**src/rtl/pktseq_pkg.sv**
```systemverilog
package pktseq_pkg;

  localparam int ENTRY_W = 32;
  localparam int SIZE_W  = 14;
  localparam int VC_W    = 2;
  localparam int BITS_W  = 5;

  typedef enum logic [2:0] {
    EV_NONE   = 3'd0,
    EV_LSTART = 3'd1,
    EV_HDR    = 3'd2,
    EV_SAMPLE = 3'd3,
    EV_LEND   = 3'd4
  } evt_kind_e;

  // strobes from control to datapath
  typedef struct packed {
    logic      emit;
    evt_kind_e kind;
    logic      take;
    logic      done;
  } seq_strobe_t;

  function automatic logic entValid(input logic [ENTRY_W-1:0] e);
    return e[0];
  endfunction

  function automatic logic entLineEnd(input logic [ENTRY_W-1:0] e);
    return e[1];
  endfunction

  function automatic logic entLineStart(input logic [ENTRY_W-1:0] e);
    return e[2];
  endfunction

  function automatic logic [VC_W-1:0] entVc(input logic [ENTRY_W-1:0] e);
    return e[4:3];
  endfunction

  function automatic logic [1:0] entWidth(input logic [ENTRY_W-1:0] e);
    return e[6:5];
  endfunction

  function automatic logic [SIZE_W-1:0] entSize(input logic [ENTRY_W-1:0] e);
    return e[22:9];
  endfunction

  function automatic logic entWaitAck(input logic [ENTRY_W-1:0] e);
    return e[26];
  endfunction

  function automatic logic entHeader(input logic [ENTRY_W-1:0] e);
    return e[27];
  endfunction

  function automatic logic [BITS_W-1:0] sampleBits(input logic [1:0] code);
    case (code)
      2'b01:   return 5'd14;
      2'b10:   return 5'd12;
      default: return 5'd16;
    endcase
  endfunction

endpackage

```
**src/rtl/pktseq_table.sv**
```systemverilog
module pktseq_table #(
  parameter int DEPTH = 8,
  parameter int IDX_W = 3
) (
  input  logic                                      clk,
  input  logic                                      rstN,
  input  logic                                      wrEn,
  input  logic [IDX_W-1:0]                          wrAddr,
  input  logic [pktseq_pkg::ENTRY_W-1:0]            wrData,
  output logic [DEPTH-1:0][pktseq_pkg::ENTRY_W-1:0] entries
);

  for (genvar i = 0; i < DEPTH; i++) begin : g_slot
    always_ff @(posedge clk or negedge rstN) begin
      if (!rstN) begin
        entries[i] <= '0;
      end else if (wrEn && (wrAddr == IDX_W'(i))) begin
        entries[i] <= wrData;
      end
    end
  end

endmodule

```
**src/rtl/pktseq_ctrl.sv**
```systemverilog
module pktseq_ctrl
  import pktseq_pkg::*;
#(
  parameter int DEPTH = 8,
  parameter int IDX_W = 3
) (
  input  logic               clk,
  input  logic               rstN,
  input  logic               startPulse,
  input  logic               pktSentAck,
  input  logic               sampleValid,
  input  logic [ENTRY_W-1:0] curEntry,
  output logic               sampleReady,
  output logic [IDX_W-1:0]   curIdx,
  output seq_strobe_t        strobe
);

  localparam logic [IDX_W-1:0] LAST_IDX = IDX_W'(DEPTH - 1);

  typedef enum logic [3:0] {
    ST_IDLE, ST_CHECK, ST_LSTART, ST_HDR, ST_DATA,
    ST_LEND, ST_WAIT, ST_ADV, ST_FIN
  } state_e;

  state_e            state, nextState;
  logic [SIZE_W-1:0] remain;

  // stage order inside one slot
  function automatic int stageRank(input state_e s);
    case (s)
      ST_LSTART: return 1;
      ST_HDR:    return 2;
      ST_DATA:   return 3;
      ST_LEND:   return 4;
      ST_WAIT:   return 5;
      default:   return 0;
    endcase
  endfunction

  function automatic state_e stageAfter(input state_e s, input logic [ENTRY_W-1:0] e);
    int r;
    r = stageRank(s);
    if (r < 1 && entLineStart(e))      return ST_LSTART;
    if (r < 2 && entHeader(e))         return ST_HDR;
    if (r < 3 && entSize(e) != '0)     return ST_DATA;
    if (r < 4 && entLineEnd(e))        return ST_LEND;
    if (r < 5 && entWaitAck(e))        return ST_WAIT;
    return ST_ADV;
  endfunction

  always_comb begin
    nextState   = state;
    strobe      = '0;
    strobe.kind = EV_NONE;
    sampleReady = 1'b0;
    case (state)
      ST_IDLE:  if (startPulse) nextState = ST_CHECK;
      ST_CHECK: nextState = entValid(curEntry) ? stageAfter(ST_CHECK, curEntry) : ST_ADV;
      ST_LSTART: begin
        strobe.emit = 1'b1;
        strobe.kind = EV_LSTART;
        nextState   = stageAfter(ST_LSTART, curEntry);
      end
      ST_HDR: begin
        strobe.emit = 1'b1;
        strobe.kind = EV_HDR;
        nextState   = stageAfter(ST_HDR, curEntry);
      end
      ST_DATA: begin
        sampleReady = 1'b1;
        if (sampleValid) begin
          strobe.take = 1'b1;
          if (remain == SIZE_W'(1)) nextState = stageAfter(ST_DATA, curEntry);
        end
      end
      ST_LEND: begin
        strobe.emit = 1'b1;
        strobe.kind = EV_LEND;
        nextState   = stageAfter(ST_LEND, curEntry);
      end
      ST_WAIT:  if (pktSentAck) nextState = ST_ADV;
      ST_ADV:   nextState = (curIdx == LAST_IDX) ? ST_FIN : ST_CHECK;
      ST_FIN: begin
        strobe.done = 1'b1;
        nextState   = ST_IDLE;
      end
      default:  nextState = ST_IDLE;
    endcase
  end

  always_ff @(posedge clk or negedge rstN) begin
    if (!rstN) begin
      state  <= ST_IDLE;
      curIdx <= '0;
      remain <= '0;
    end else begin
      state <= nextState;
      if (state == ST_IDLE) begin
        curIdx <= '0;
      end else if (state == ST_ADV && curIdx != LAST_IDX) begin
        curIdx <= curIdx + 1'b1;
      end
      if (state != ST_DATA) begin
        remain <= entSize(curEntry);
      end else if (strobe.take) begin
        remain <= remain - 1'b1;
      end
    end
  end

endmodule

```
**src/rtl/pktseq_dp.sv**
```systemverilog
module pktseq_dp
  import pktseq_pkg::*;
#(
  parameter int DEPTH = 8,
  parameter int IDX_W = 3
) (
  input  logic                           clk,
  input  logic                           rstN,
  input  seq_strobe_t                    strobe,
  input  logic [IDX_W-1:0]               curIdx,
  input  logic [DEPTH-1:0][ENTRY_W-1:0]  entries,
  input  logic [15:0]                    sampleData,
  output logic                           evtValid,
  output logic [2:0]                     evtType,
  output logic [31:0]                    evtData,
  output logic                           doneOut
);

  localparam int SUM_W = SIZE_W + BITS_W + IDX_W + 1;

  logic [ENTRY_W-1:0] curEntry;
  logic [SUM_W-1:0]   bitSum;
  logic [SUM_W-1:0]   byteCount;
  logic               inChain;
  logic [15:0]        narrowed;
  logic [31:0]        nextData;

  assign curEntry = entries[curIdx];

  // packed bit total of the long packet that starts at curIdx
  always_comb begin
    bitSum  = '0;
    inChain = 1'b0;
    for (int j = 0; j < DEPTH; j++) begin
      if (IDX_W'(j) == curIdx) begin
        inChain = 1'b1;
        bitSum  = bitSum + SUM_W'(entSize(entries[j])) * SUM_W'(sampleBits(entWidth(entries[j])));
      end else if (inChain && entValid(entries[j])) begin
        if (entHeader(entries[j])) begin
          inChain = 1'b0;
        end else begin
          bitSum = bitSum + SUM_W'(entSize(entries[j])) * SUM_W'(sampleBits(entWidth(entries[j])));
        end
      end
    end
    byteCount = (bitSum + SUM_W'(7)) >> 3;
  end

  always_comb begin
    case (entWidth(curEntry))
      2'b01:   narrowed = {2'b00, sampleData[15:2]};
      2'b10:   narrowed = {4'b0000, sampleData[15:4]};
      default: narrowed = sampleData;
    endcase
  end

  always_comb begin
    nextData = '0;
    if (strobe.take) begin
      nextData = {16'h0000, narrowed};
    end else if (strobe.emit && strobe.kind == EV_HDR) begin
      nextData = {entVc(curEntry), 30'(byteCount)};
    end else if (strobe.emit) begin
      nextData = {entVc(curEntry), 30'h0};
    end
  end

  always_ff @(posedge clk or negedge rstN) begin
    if (!rstN) begin
      evtValid <= 1'b0;
      evtType  <= EV_NONE;
      evtData  <= '0;
      doneOut  <= 1'b0;
    end else begin
      evtValid <= strobe.emit | strobe.take;
      evtType  <= strobe.take ? EV_SAMPLE : (strobe.emit ? strobe.kind : EV_NONE);
      evtData  <= nextData;
      doneOut  <= strobe.done;
    end
  end

endmodule

```
**src/rtl/pktseq_top.sv**
```systemverilog
module pktseq_top
  import pktseq_pkg::*;
#(
  parameter int DEPTH = 8,
  localparam int IDX_W = (DEPTH > 1) ? $clog2(DEPTH) : 1
) (
  input  logic             clk,
  input  logic             rstN,
  input  logic             cfgWrEn,
  input  logic [IDX_W-1:0] cfgWrAddr,
  input  logic [31:0]      cfgWrData,
  input  logic             startPulse,
  input  logic             pktSentAck,
  input  logic             sampleValid,
  input  logic [15:0]      sampleData,
  output logic             sampleReady,
  output logic             evtValid,
  output logic [2:0]       evtType,
  output logic [31:0]      evtData,
  output logic             doneOut
);

  logic [DEPTH-1:0][ENTRY_W-1:0] entries;
  logic [IDX_W-1:0]              curIdx;
  seq_strobe_t                   strobe;

  pktseq_table #(.DEPTH(DEPTH), .IDX_W(IDX_W)) u_table (
    .clk     (clk),
    .rstN    (rstN),
    .wrEn    (cfgWrEn),
    .wrAddr  (cfgWrAddr),
    .wrData  (cfgWrData),
    .entries (entries)
  );

  pktseq_ctrl #(.DEPTH(DEPTH), .IDX_W(IDX_W)) u_ctrl (
    .clk         (clk),
    .rstN        (rstN),
    .startPulse  (startPulse),
    .pktSentAck  (pktSentAck),
    .sampleValid (sampleValid),
    .curEntry    (entries[curIdx]),
    .sampleReady (sampleReady),
    .curIdx      (curIdx),
    .strobe      (strobe)
  );

  pktseq_dp #(.DEPTH(DEPTH), .IDX_W(IDX_W)) u_dp (
    .clk        (clk),
    .rstN       (rstN),
    .strobe     (strobe),
    .curIdx     (curIdx),
    .entries    (entries),
    .sampleData (sampleData),
    .evtValid   (evtValid),
    .evtType    (evtType),
    .evtData    (evtData),
    .doneOut    (doneOut)
  );

endmodule

```
**config.mk**
```make
export PLATFORM = sky130hd
export DESIGN_NAME = pktseq_top
export DESIGN_NICKNAME = d
export VERILOG_FILES = /design/src/rtl/pktseq_pkg.sv /design/src/rtl/pktseq_table.sv /design/src/rtl/pktseq_ctrl.sv /design/src/rtl/pktseq_dp.sv /design/src/rtl/pktseq_top.sv
export SDC_FILE = /design/constraint.sdc
export NUM_CORES = 1
export LEC_CHECK = 0
export CAP_MARGIN = 25
export CORE_MARGIN = 1
export CORE_UTILIZATION = 45
export DETAILED_ROUTE_END_ITERATION = 10
export SYNTH_ARGS = -nofsm -noshare
export SYNTH_HDL_FRONTEND = slang
export SYNTH_SLANG_ARGS = --single-unit
export TNS_END_PERCENT = 5
```
**constraint.sdc**
```tcl
create_clock -name clk -period 55.7 [get_ports clk]
set_clock_uncertainty 0.2 [all_clocks]
set_input_delay 16.71 -clock clk [delete_from_list [all_inputs] [get_ports clk]]
set_output_delay 16.71 -clock clk [all_outputs]
set_load 0.02 [all_outputs]
```
# Word level (Yosys, flattened, before mapping)
# Cells that the tools add are included.
[totals] ram_bits=0 latchBits=0 elab_cells=448 ff_bits=314 n_memories=0 rom_bits=0
[op_classes] div=0 reduce_logical=49 add_sub_neg=17 order_cmp=26 bitwise=1 n_mul=15 shift=0 eq_ne=49 n_mux=276
[op_table] op="$mux W23" n=21
[op_table] op="$lt A32 B3 Y1 const B" n=10
[op_table] op="$lt A32 B4 Y1 const B" n=10
[op_table] op="$mux W32" n=10
[op_table] op="$mul A14 B5 Y19" n=15
[op_table] op="$add A23 B19 Y23" n=12
[op_table] op="$mux W4" n=63
[op_table] op="$lt A32 B2 Y1 const B" n=5
[op_table] op="$mux W5" n=29
[op_table] op="$mux W1" n=133
[op_table] op="$bmux W32 S3" n=1
[op_table] op="$pmux W5 S2" n=8
[op_table] op="$logic_and A1 B1 Y1" n=42
[op_table] op="$add A19 B19 Y20" n=2
[op_table] op="$pmux W16 S2" n=1
[op_table] op="$pmux W4 S8" n=1
[op_table] op="$mux W14" n=2
[op_table] op="$mux W28" n=1
[op_table] op="$add A23 B3 Y23 const B" n=1
[op_table] op="$mux W19" n=1
[op_table] op="$eq A2 B1 Y1 const B" n=9
[op_table] op="$eq A2 B2 Y1 const B" n=9
[op_table] op="$eq A4 B3 Y1 const B" n=4
[op_table] op="$eq A3 B3 Y1 const B" n=5
[op_table] op="other kinds (24)" n=38

# Depth between registers and ports, before layout
# Gate-level depths: netlist (run 1).
[depth] ltp_word=40 ltp_mapped=105 depth_no_buf=101

# Modules after synthesis
# Synthesis (run 1) repeated with hierarchy kept, for this count alone.
[unflattened] cells_unflattened=3678 hier_area_um2=35744.3
[by_module_without_submodules] module="pktseq_dp" n_inst=1 cells_each=2857 area_each_um2=22650.5
[by_module_without_submodules] module="pktseq_table" n_inst=1 cells_each=551 area_each_um2=9613.0
[by_module_without_submodules] module="pktseq_top" n_inst=1 cells_each=114 area_each_um2=2073.2
[by_module_without_submodules] module="pktseq_ctrl" n_inst=1 cells_each=156 area_each_um2=1407.6

# Worst setup path after synthesis (run 1)
# OpenSTA, ideal clock, no wires.
[synth_path] path_type="register -> register" startpoint="register u_table.entries[5] in the netlist's numbering" endpoint="register u_dp.evtData[19]" stages_incl_launch_ff=103 slack_ns=33.280 required_ns=55.365 t_arrival_ns=22.085 period_less_slack_ns=22.420 setup_time_ns=0.135 cell_sequence="dfrtp_1 ha_1 clkbuf_1 clkbuf_1 a21o_1 ha_1 fa_1 ha_1 ha_1 fa_1 a21o_1 a211oi_1 a21oi_1 and2_1 ha_1 inv_1 fa_1 fa_1 (+67 left out) inv_1 fa_1 fa_1 inv_1 ha_1 a21oi_1 o21ai_0 a41oi_1 o21ai_0 nor2_1 a32oi_1 o311ai_0 nand2_1 or4b_1 buf_2 or4_4 nor3_2 nor3_1"
[synth_via] elab_chain_len=36 elab_cells_between_ends=44 classes_between="15 x add/sub; 1 x mul; 2 x eq/ne; 26 x mux"
[synth_lines] item="start: declaration" line="pktseq_table.sv:10" rtl="output logic [DEPTH-1:0][pktseq_pkg::ENTRY_W-1:0] entries"
[synth_lines] item="start signal: indexed assignment" line="pktseq_table.sv:18" rtl="entries[i] <= wrData;"
[synth_lines] item="$eq A2 B2 Y1 or $eq A2 B1 Y1 (tied branches)" line="pktseq_pkg.sv:57" rtl="case (code)"
[synth_lines] item="$pmux W5 S2 *" line="pktseq_pkg.sv:57"
[synth_lines] item="$mux W5 *" line="pktseq_dp.sv:35" rtl="if (IDX_W'(j) == curIdx) begin"
[synth_lines] item="$mul A14 B5 Y19 *" line="pktseq_dp.sv:37" rtl="bitSum = bitSum + SUM_W'(entSize(entries[j])) * SUM_W'(sampleBits(entWidth(entries[j])));"
[synth_lines] item="$mux W19 *" line="pktseq_dp.sv:35"
[synth_lines] item="$add A19 B19 Y20" line="pktseq_dp.sv:42" rtl="bitSum = bitSum + SUM_W'(entSize(entries[j])) * SUM_W'(sampleBits(entWidth(entries[j])));"
[synth_lines] item="$mux W23" line="pktseq_dp.sv:39" rtl="if (entHeader(entries[j])) begin"
[synth_lines] item="$mux W23" line="pktseq_dp.sv:38" rtl="end else if (inChain && entValid(entries[j])) begin"
[synth_lines] item="(+21 left out)"
[synth_lines] item="$add A23 B19 Y23" line="pktseq_dp.sv:42"
[synth_lines] item="$mux W23" line="pktseq_dp.sv:39"
[synth_lines] item="$mux W23" line="pktseq_dp.sv:38"
[synth_lines] item="$mux W23 *" line="pktseq_dp.sv:35"
[synth_lines] item="$add A23 B3 Y23 *" line="pktseq_dp.sv:46" rtl="byteCount = (bitSum + SUM_W'(7)) >> 3;"
[synth_lines] item="$mux W32 *" line="pktseq_dp.sv:61" rtl="end else if (strobe.emit && strobe.kind == EV_HDR) begin"
[synth_lines] item="$mux W32 *" line="pktseq_dp.sv:59" rtl="if (strobe.take) begin"
[synth_lines] item="net u_dp.nextData[19]" line="pktseq_dp.sv:26" rtl="logic [31:0] nextData;"
[synth_lines] item="end signal: assignment" line="pktseq_dp.sv:77" rtl="evtData <= nextData;"
[synth_lines] item="end: declaration" line="pktseq_dp.sv:15" rtl="output logic [31:0] evtData,"
# The timed path passes the listed nets; every way through them passes the cells marked *. The select of a mux whose other input is x is not followed.
# A chain may end at the register's enable or synchronous reset.

# Worst setup path in the final report (run 1)
[layout_path] startpoint="register u_table.entries[6] in the netlist's numbering" endpoint="register u_dp.evtData[15]"
[layout_via] elab_chain_len=36 elab_cells_between_ends=49 classes_between="15 x add/sub; 1 x mul; 4 x eq/ne; 29 x mux"
[layout_lines] item="$eq A2 B2 Y1 or $eq A2 B1 Y1 (tied branches)" line="pktseq_pkg.sv:57"
[layout_lines] item="$pmux W5 S2" line="pktseq_pkg.sv:57"
[layout_lines] item="$mux W5" line="pktseq_dp.sv:35"
[layout_lines] item="$mul A14 B5 Y19" line="pktseq_dp.sv:37"
[layout_lines] item="$mux W19" line="pktseq_dp.sv:35"
[layout_lines] item="$add A19 B19 Y20" line="pktseq_dp.sv:42"
[layout_lines] item="$mux W23" line="pktseq_dp.sv:39"
[layout_lines] item="$mux W23" line="pktseq_dp.sv:38"
[layout_lines] item="(+21 left out)"
[layout_lines] item="$add A23 B19 Y23" line="pktseq_dp.sv:42"
[layout_lines] item="$mux W23" line="pktseq_dp.sv:39"
[layout_lines] item="$mux W23" line="pktseq_dp.sv:38"
[layout_lines] item="$mux W23" line="pktseq_dp.sv:35"
[layout_lines] item="$add A23 B3 Y23" line="pktseq_dp.sv:46"
[layout_lines] item="$mux W32" line="pktseq_dp.sv:61"
[layout_lines] item="$mux W32 *" line="pktseq_dp.sv:59"
[layout_lines] item="net u_dp.nextData[15]" line="pktseq_dp.sv:26"
# Marks and branches as above.

==> impl_metrics.py, run 1 <==
metrics = {
    "run_status": {
        "outcome": "complete, no violations",
    },
    "drt": {
        "routed_wl_um": 88300,
        "ant_nets": 0,
        "drtPass1Iterations": 6,
        "vias": 25000,
        "routedWlPerCell_um": 19.8,
        "via_per_inst": 5.61,
        "drc_errors": 0,
        "drtIter0Drc": 1620,
    },
    "global_route": {
        "grt_pass1_wl_um": 136000,
        "grt.total_usage": 0.246,
        "grt_max_degree": 96,
        "antenna_found_initial": 2,
        "grt_pass1_vias": 24500,
        "grt_overflow_total": 0,
    },
    "worst_setup_path": {
        "crit_top_cell": "ha_1",
        "crit_arrival_ns": 26.18,
        "crit_buf_inv": 18,
        "path_class": "reg -> reg",
        "critPathTopFamily": "adder cells",
        "cpPeakStageDelay_ns": 0.87,
        "worstPathRequired_ns": 55.93,
        "rrSetupSlack_ns": 29.75,
        "crit_fanout": 28,
        "cp-end-kind": "register",
        "cp-start-kind": "register",
        "critPathSlowestCell": "ha_1",
    },
    "cells_and_area": {
        "syn2layout_area_growth_pct": 8.25,
        "regArea_um2": 5810,
        "multi_input_area_um2": 23200,
        "final_layout_size_suffix_gt1_frac": 0.105,
        "nNetsFinal": 4177,
        "n_fill_cell": 6808,
    },
    "cts": {
        "ctsRootBufferMaster": "clkbuf_16",
        "cts_tree": "yes",
        "clockBufferDepth": 3,
        "hold_buffers": 0,
        "clock_latency_ns": 0.58,
        "numCtsBuffers": 29,
        "cts_setup_buffers": 0,
        "cts_resized": 0,
        "cts_max_level": 1,
        "cts_sinks": 232,
        "path_clk_slew_ns": 0.06,
    },
    "synthesis": {
        "synth_edf_count": 0,
        "yosys.area.top_type": "dfrtp_1",
        "ys_seq_area_frac": 0.183,
        "synth_top_area_frac": 0.183,
        "netlist_top_cells_count": "inv_1, ha_1, dfrtp_1",
        "async_flop_share": 1.00,
        "synth.most_common_cell": "inv_1",
        "ys_ff_latch": 232,
        "yosysUniqueCellTypes": 91,
        "syn_area_um2": 31800,
        "synthCells": 3499,
        "syn_area_per_cell_um2": 9.08,
        "yosysWarnings": 0,
        "ys.flop_type": "dfrtp_1",
        "synthTopCellsByArea": "dfrtp_1, ha_1, fa_1",
    },
    "place": {
        "gp_congestion": 0.897,
        "hpwl_um": 72300,
        "io_buffer_count": 75,
    },
    "timing": {
        "fin_setup_tns_ns": 0,
        "setup_viol": 0,
        "fin_crit_sh": 0.466,
        "slew_viol_final": 0,
        "hold_viol": 0,
        "fmax_mhz": 38.5,
        "slew_headroom": 0.238,
        "period_needed_ns": 25.95,
        "worst_slew_pin_slew_ns": 1.14,
        "rsz0062_at_grt": "false",
    },
    "die": {
        "placementRows": 97,
        "die_area_um2": 71600,
        "die_w_um": 268,
        "die_h_um": 268,
        "core-area_um2": 69900,
        "ios": 95,
        "start_util": 0.454,
    },
    "run": {
        "max_cap_viol_count": 0,
    },
    "min_path": {
        "hp-class": "reg -> reg",
    },
}
-- path summary, 6_finish.rpt --
path	from	cells after the start	end
setup / recovery	u_table.entries[6]	98	u_dp.evtData[15]
max in group asynchronous	rstN	4	u_table.entries[244]
hold / removal	u_table.entries[194]	1	u_table.entries[194]
setup reg to reg	u_table.entries[6]	98	u_dp.evtData[15]
hold reg to reg	u_table.entries[194]	1	u_table.entries[194]
min in group asynchronous	rstN	1	u_table.entries[195]
-- metrics by stage --
stage / hold slack (ns) / utilization / instances / cell area, um^2 / worst slack, ns
3_5_place_dp: 0.291 / 0.477 / 4397 / 33300 / 29.84
6_report: 0.302 / 0.492 / 4452 / 34400 / 29.75
5_1_grt: 0.319 / 0.492 / 4452 / 34400 / 28.14
3_3_place_gp: 0.282 / 0.476 / 4395 / 33300 / 29.90
4_1_cts: 0.304 / 0.491 / 4447 / 34300 / 29.74
2_1_floorplan: 0.274 / - / 3509 / 31800 / 33.28
-- worst register-to-register path: cells and delay by family, from the launching register on --
family	cells	cell delay, ns
adder cells (fa/ha/maj)	34	13.44
buffers and inverters	18	1.24
AND/OR/NAND/NOR	16	3.42
flip-flops	1	0.35
XOR/XNOR	5	1.27
AO/OA/AOI/OAI	25	5.85
-- metal layers --
metal  share of wire  track usage  wire length [um]  vias up
li1                -            -                 -    11900
met1            0.46        0.341             40700    12500
met2            0.47        0.408             41400      491
met3           0.044       0.0236              3920       90
met4           0.027       0.0630              2380        0
met5               0            0                 0        -
-- kinds of logic after synthesis --
family          after synthesis  share of synthesized area
fa+ha+maj                   628                      0.297
xor+xnor                    123                     0.0339
flops                       232                      0.183
other cells                   1                   0.000118
buf+inv                     734                     0.0888
simple gates                789                      0.132
compound gates              713                      0.152
mux                         279                      0.114
-- sequential cells by signal, indices dropped and copies added, names as in the netlist --
register         cells
u_dp.doneOut         1
u_dp.evtData        22
u_ctrl.remain       14
u_dp.evtValid        1
u_ctrl.curIdx        3
u_dp.evtType         3
u_table.entries    184
u_ctrl.state         4
-- final cells by class --
cell class              instances  area share
multi-input cells            2543       0.675
flip-flops and latches        232       0.169
inverters                     578      0.0631
well taps                     940      0.0342
repair buffers                108      0.0303
clock buffers                  35      0.0229
clock inverters                15     0.00582
diodes                          1   0.0000728
-- cell usage in the layout, fill, tap and decap left out, types with 15 or more instances in the layout --
| master | count |
|---|---|
| o22ai_1 | 24 |
| a21oi_1 | 160 |
| and2_1 | 140 |
| nor3_1 | 47 |
| xnor2_1 | 68 |
| o21a_1 | 34 |
| or3_1 | 19 |
| mux4_2 | 46 |
| a31oi_1 | 19 |
| nor4_1 | 16 |
| fa_1 | 209 |
| nand2_1 | 154 |
| nand3_1 | 33 |
| and3_1 | 15 |
| o21ai_0 | 105 |
| clkdlybuf4s50_1 | 74 |
| inv_1 | 577 |
| dfrtp_1 | 230 |
| mux2_2 | 193 |
| nand2b_1 | 16 |
| nor2b_1 | 128 |
| mux2i_1 | 40 |
| ha_1 | 419 |
| xor2_1 | 55 |
| a22oi_1 | 25 |
| o211ai_1 | 23 |
| clkbuf_16 | 29 |
| a21o_1 | 144 |
| nor2_1 | 148 |
| buf_4 | 29 |
| a211oi_1 | 35 |
| nand4_1 | 16 |
Power of run 1 is left out: the tool's default activity adds up to more than one toggle a clock period on the data nets, which glitch-free logic cannot reach.
==> run 2, diff against run 1 <==
Clock period 55.7 ns to 24.1 ns, I/O delays scaled along.
==> run 2 against run 1 <==
Net effect: maximum frequency rose by 12%; final area rose by 2.1%; final cell count rose by 1.2%; critical path depth fell by 9; clock-buffer cell count rose by 6; sequential share of layout area fell by 0.34 points; worst hold slack improved by 0.0012 ns; critical path type unchanged; largest cell class unchanged; highest routed layer unchanged.
==> impl_metrics.py, run 2 (same netlist as run 1, synthesis figures left out) <==
metrics = {
    "global_route": {
        "grt.total_usage": 0.248,
        "grt_pass1_vias": 24900,
        "grt_overflow_total": 0,
        "antenna_found_initial": 0,
        "grt_max_degree": 106,
        "grt_pass1_wl_um": 138000,
    },
    "cts": {
        "ctsRootBufferMaster": "clkbuf_16",
        "cts_max_level": 1,
        "clock_latency_ns": 0.58,
        "clockBufferDepth": 3,
        "cts_tree": "yes",
        "cts_sinks": 232,
        "path_clk_slew_ns": 0.06,
        "numCtsBuffers": 30,
    },
    "die": {
        "die_h_um": 268,
        "start_util": 0.454,
        "die_w_um": 268,
        "ios": 95,
        "core-area_um2": 69900,
        "placementRows": 97,
        "die_area_um2": 71600,
    },
    "drt": {
        "vias": 25100,
        "drc_errors": 0,
        "routed_wl_um": 89000,
        "ant_nets": 0,
        "via_per_inst": 5.56,
        "drtPass1Iterations": 5,
        "drtIter0Drc": 1367,
        "routedWlPerCell_um": 19.8,
    },
    "cells_and_area": {
        "layout_commonest_cell": "inv_1",
        "n_fill_cell": 6764,
        "utilization": 0.502,
        "reg_top3": "u_table.entries x184, u_dp.evtData x22, u_ctrl.remain x14",
        "largest_reg_flops": 184,
        "nNetsFinal": 4226,
        "multi_input_area_um2": 23500,
        "syn2layout_area_growth_pct": 10.5,
        "final_cell_mix": "inv_1, ha_1, dfrtp_1",
        "final_layout_size_suffix_gt1_frac": 0.136,
        "regMostFlops": "u_table.entries",
        "regArea_um2": 5810,
    },
    "worst_setup_path": {
        "cp-start-kind": "register",
        "crit_buf_inv": 18,
        "path_class": "reg -> reg",
        "crit_fanout": 5,
        "crit_arrival_ns": 23.43,
        "critPathSlowestCell": "fa_1",
        "cp-end-kind": "register",
        "worstPathRequired_ns": 24.36,
        "critPathTopFamily": "adder cells",
        "cpPeakStageDelay_ns": 0.53,
    },
    "timing": {
        "fmax_mhz": 43.2,
        "period_needed_ns": 23.17,
        "holdWs_ns": 0.303,
        "fin_crit_sh": 0.961,
        "slew_headroom": 0.297,
        "worst_slew_pin_slew_ns": 1.04,
        "slew_viol_final": 0,
        "hold_viol": 0,
        "setup_viol": 0,
    },
    "place": {
        "gp_congestion": 0.916,
        "io_buffer_count": 75,
        "hpwl_um": 72800,
    },
    "min_path": {
        "hp-class": "reg -> reg",
    },
    "run": {
        "max_cap_viol_count": 0,
    },
    "run_status": {
        "outcome": "complete, no violations",
    },
}
## run 2: worst paths after layout
path                                           from  cells past startpoint                    to  slack [ns]
worst max-delay path             u_table.entries[5]                     89      u_dp.evtData[19]        0.93
worst max register to register   u_table.entries[5]                     89      u_dp.evtData[19]        0.93
min in group asynchronous                      rstN                      1   u_table.entries[33]        6.50
worst min register to register  u_table.entries[68]                      1   u_table.entries[68]        0.30
max in group asynchronous                      rstN                      3  u_table.entries[211]       14.97
worst min-delay path            u_table.entries[68]                      1   u_table.entries[68]        0.30
## run 2: what timing repair did
| action | 4_1_cts | 5_1_grt |
|---|---|---|
| hold buffers | 0 | 0 |
| resized for setup | 0 | 81 |
| endpoints found under the setup margin | 0 | 8 |
| buffers inserted | 0 | 8 |
## run 2: through the flow
stage / setup WS [ns] / setup TNS (ns) / instance area, um^2 / instances
6_report: 0.928 / 0 / 35100 / 4506
3_5_place_dp: 0.174 / 0 / 33700 / 4441
5_1_grt: -0.0405 / -0.0445 / 35100 / 4504
2_1_floorplan: 1.68 / 0 / 31800 / 3509
3_3_place_gp: 0.213 / 0 / 33700 / 4441
4_1_cts: 0.0688 / 0 / 34700 / 4496
## run 2: per-layer routing
metal,global-route usage,share of wire
met2,0.411,0.47
met5,0,0
met3,0.0177,0.037
met4,0.0673,0.028
met1,0.349,0.47
## run 2: layout make-up
type                       count  area share
multi-input combinational   2543       0.671
sequential                   232       0.166
inverter                     578      0.0618
timing repair buffer         156      0.0391
tap                          940      0.0335
clock buffer                  41      0.0246
clock inverter                14     0.00478
antenna                        2    0.000143
Power of run 2 is left out for the same reason.
==> run 3, diff against run 2 <==
Settings changed: ABC_AREA set to 1.
==> run 3 against run 2 <==
Net effect: sequential share of layout area shrank 0.16 points; non-clock buffer count shrank 50; worst setup slack gained 0.58 ns; critical path type unchanged; final cell count grew 29%.
==> impl_metrics.py, run 3 <==
metrics = {
    "synthesis": {
        "synthCells": 4858,
        "syn_area_um2": 32800,
        "yosysUniqueCellTypes": 60,
        "ys.flop_type": "dfrtp_1",
        "yosysWarnings": 0,
        "ys_ff_latch": 232,
        "ys_seq_area_frac": 0.177,
        "synth.most_common_cell": "nand2_1",
        "synthTopCellsByArea": "dfrtp_1, ha_1, nand2_1",
        "synth_top_area_frac": 0.177,
        "netlist_top_cells_count": "nand2_1, inv_1, o21ai_0",
        "syn_area_per_cell_um2": 6.75,
        "yosys.area.top_type": "dfrtp_1",
        "async_flop_share": 1.00,
        "synth_edf_count": 0,
    },
    "cts": {
        "clockBufferDepth": 3,
        "cts_max_level": 1,
        "hold_buffers": 0,
        "clock_latency_ns": 0.59,
        "ctsRootBufferMaster": "clkbuf_16",
        "path_clk_slew_ns": 0.07,
        "cts_tree": "yes",
        "numCtsBuffers": 28,
        "cts_sinks": 232,
    },
    "die": {
        "core-area_um2": 71700,
        "placementRows": 98,
        "ios": 95,
        "start_util": 0.457,
        "die_area_um2": 73900,
        "die_w_um": 272,
        "die_h_um": 272,
    },
    "place": {
        "gp_congestion": 0.928,
        "hpwl_um": 78500,
        "place_ws_ns": 1.12,
        "io_buffer_count": 75,
    },
    "cells_and_area": {
        "nNetsFinal": 5516,
        "largest_reg_flops": 184,
        "regMostFlops": "u_table.entries",
        "reg_top3": "u_table.entries x184, u_dp.evtData x22, u_ctrl.remain x14",
        "final_cell_mix": "nand2_1, inv_1, o21ai_0",
        "layout_commonest_cell": "nand2_1",
        "final_layout_size_suffix_gt1_frac": 0.0373,
        "syn2layout_area_growth_pct": 8.02,
    },
    "timing": {
        "setup_viol": 0,
        "slew_viol_final": 0,
        "worst_slew_pin_slew_ns": 1.09,
        "rsz0062_at_grt": "false",
        "setup_ws_ns": 1.51,
        "hold_viol": 0,
        "fin_crit_sh": 0.937,
        "period_needed_ns": 22.59,
        "fmax_mhz": 44.3,
        "slew_headroom": 0.267,
        "fin_setup_tns_ns": 0,
    },
    "global_route": {
        "grt.busiest_layer": "met2",
        "grt_overflow_total": 0,
        "antenna_found_initial": 3,
        "use_met1": 0.384,
        "use_met3": 0.0203,
        "grt_pass1_vias": 28100,
        "grt_max_degree": 90,
        "met2_usage": 0.415,
        "grt_pass1_wl_um": 154000,
        "grt.total_usage": 0.263,
    },
    "worst_setup_path": {
        "cpPeakStageDelay_ns": 0.58,
        "worstPathRequired_ns": 24.42,
        "cp-start-kind": "register",
        "reg2reg_depth": 110,
        "path_class": "reg -> reg",
        "rr_endpoint": "u_dp.evtData[19]",
        "r2r_start": "u_table.entries[5]",
        "rrSetupSlack_ns": 1.51,
        "crit_fanout": 40,
        "critPathSlowestCell": "fa_2",
        "crit_arrival_ns": 22.91,
        "cp-end-kind": "register",
        "crit_top_cell": "nand2_1",
    },
    "drt": {
        "routedWlPerCell_um": 16.7,
        "via_per_inst": 5.10,
        "drtPass1Iterations": 8,
        "ant_nets": 0,
        "routed_wl_um": 96600,
        "drtIter0Drc": 2002,
        "drc_errors": 0,
        "vias": 29600,
    },
    "run": {
        "max_cap_viol_count": 0,
    },
    "min_path": {
        "hp-class": "reg -> reg",
        "hold_path_depth": 2,
        "min_to": "u_table.entries[131]",
        "hp-start": "u_table.entries[131]",
    },
    "run_status": {
        "outcome": "complete, no violations",
    },
}
[run 3: changes by cell type after synthesis, sizes merged, moves of 46 or more]
cell / delta
mux4: -46
inv: +511
and2: -126
nor2b: -128
nand3: +158
mux2: -193
nor2: +188
a21o: -136
a21oi: +55
nand2: +1053
o21ai: +366
[run 3: cell families (layout without fill, tap and decap cells)]
group           Yosys count  in the layout  synth area share
compound gates          794            794             0.131
xor+xnor                 80             80            0.0214
fa+ha+maj               628            628             0.287
buf+inv                1262           1246             0.148
flops                   232            232             0.177
other cells               1             12          0.000114
simple gates           1861           1861             0.235
[run 3: area by class of cell]
class	instances	area (um^2)
inverter	1089	4090
sequential	232	5810
clock buffer	36	771
clock inverter	15	223
antenna	1	2.50
multi-input combinational	3374	22300
tap	950	1190
fill	7485	36300
timing repair buffer	106	1090
[run 3: what timing repair did]
item | in CTS | in global routing
gates resized for setup | 0 | 17
setup buffers | 0 | 1
setup endpoints to repair | 0 | 9
[run 3: how the worst max path moves through the flow]
stage	startpoint	endpoint	depth (start not counted)
floorplan	u_table.entries[5]	u_dp.evtData[19]	109
global placement	u_table.entries[5]	u_dp.evtData[19]	109
detailed placement	u_table.entries[5]	u_dp.evtData[19]	109
CTS	u_table.entries[5]	u_dp.evtData[19]	109
global route	u_table.entries[5]	u_dp.evtData[19]	112
finish	u_table.entries[5]	u_dp.evtData[19]	110
[run 3: layer usage]
layer,vias to the layer above,wire [um],part of all wire
met4,0,3020,0.031
met5,-,0,0
met1,13800,46700,0.48
li1,15000,-,-
met2,625,42200,0.44
met3,109,4780,0.049
[run 3: metrics by stage]
step	cells	util	hold slack, ns	cell area, um^2
2_1_floorplan	4868	-	0.248	32800
3_3_place_gp	5745	0.477	0.262	34200
3_5_place_dp	5745	0.477	0.267	34200
4_1_cts	5796	0.491	0.282	35200
5_1_grt	5802	0.494	0.303	35400
6_report	5803	0.494	0.277	35400
[run 3: worst max-delay path: cells and delay by family (launching register included)]
family | cells | cell delay [ns]
buffers and inverters | 21 | 1.31
DFF | 1 | 0.43
and+or+nand+nor | 35 | 3.89
xor gates and xnor gates | 6 | 1.09
adders and majority gates | 34 | 13.34
AOI/OAI and AO/OA | 14 | 2.26
Power of run 3 is left out for the same reason.
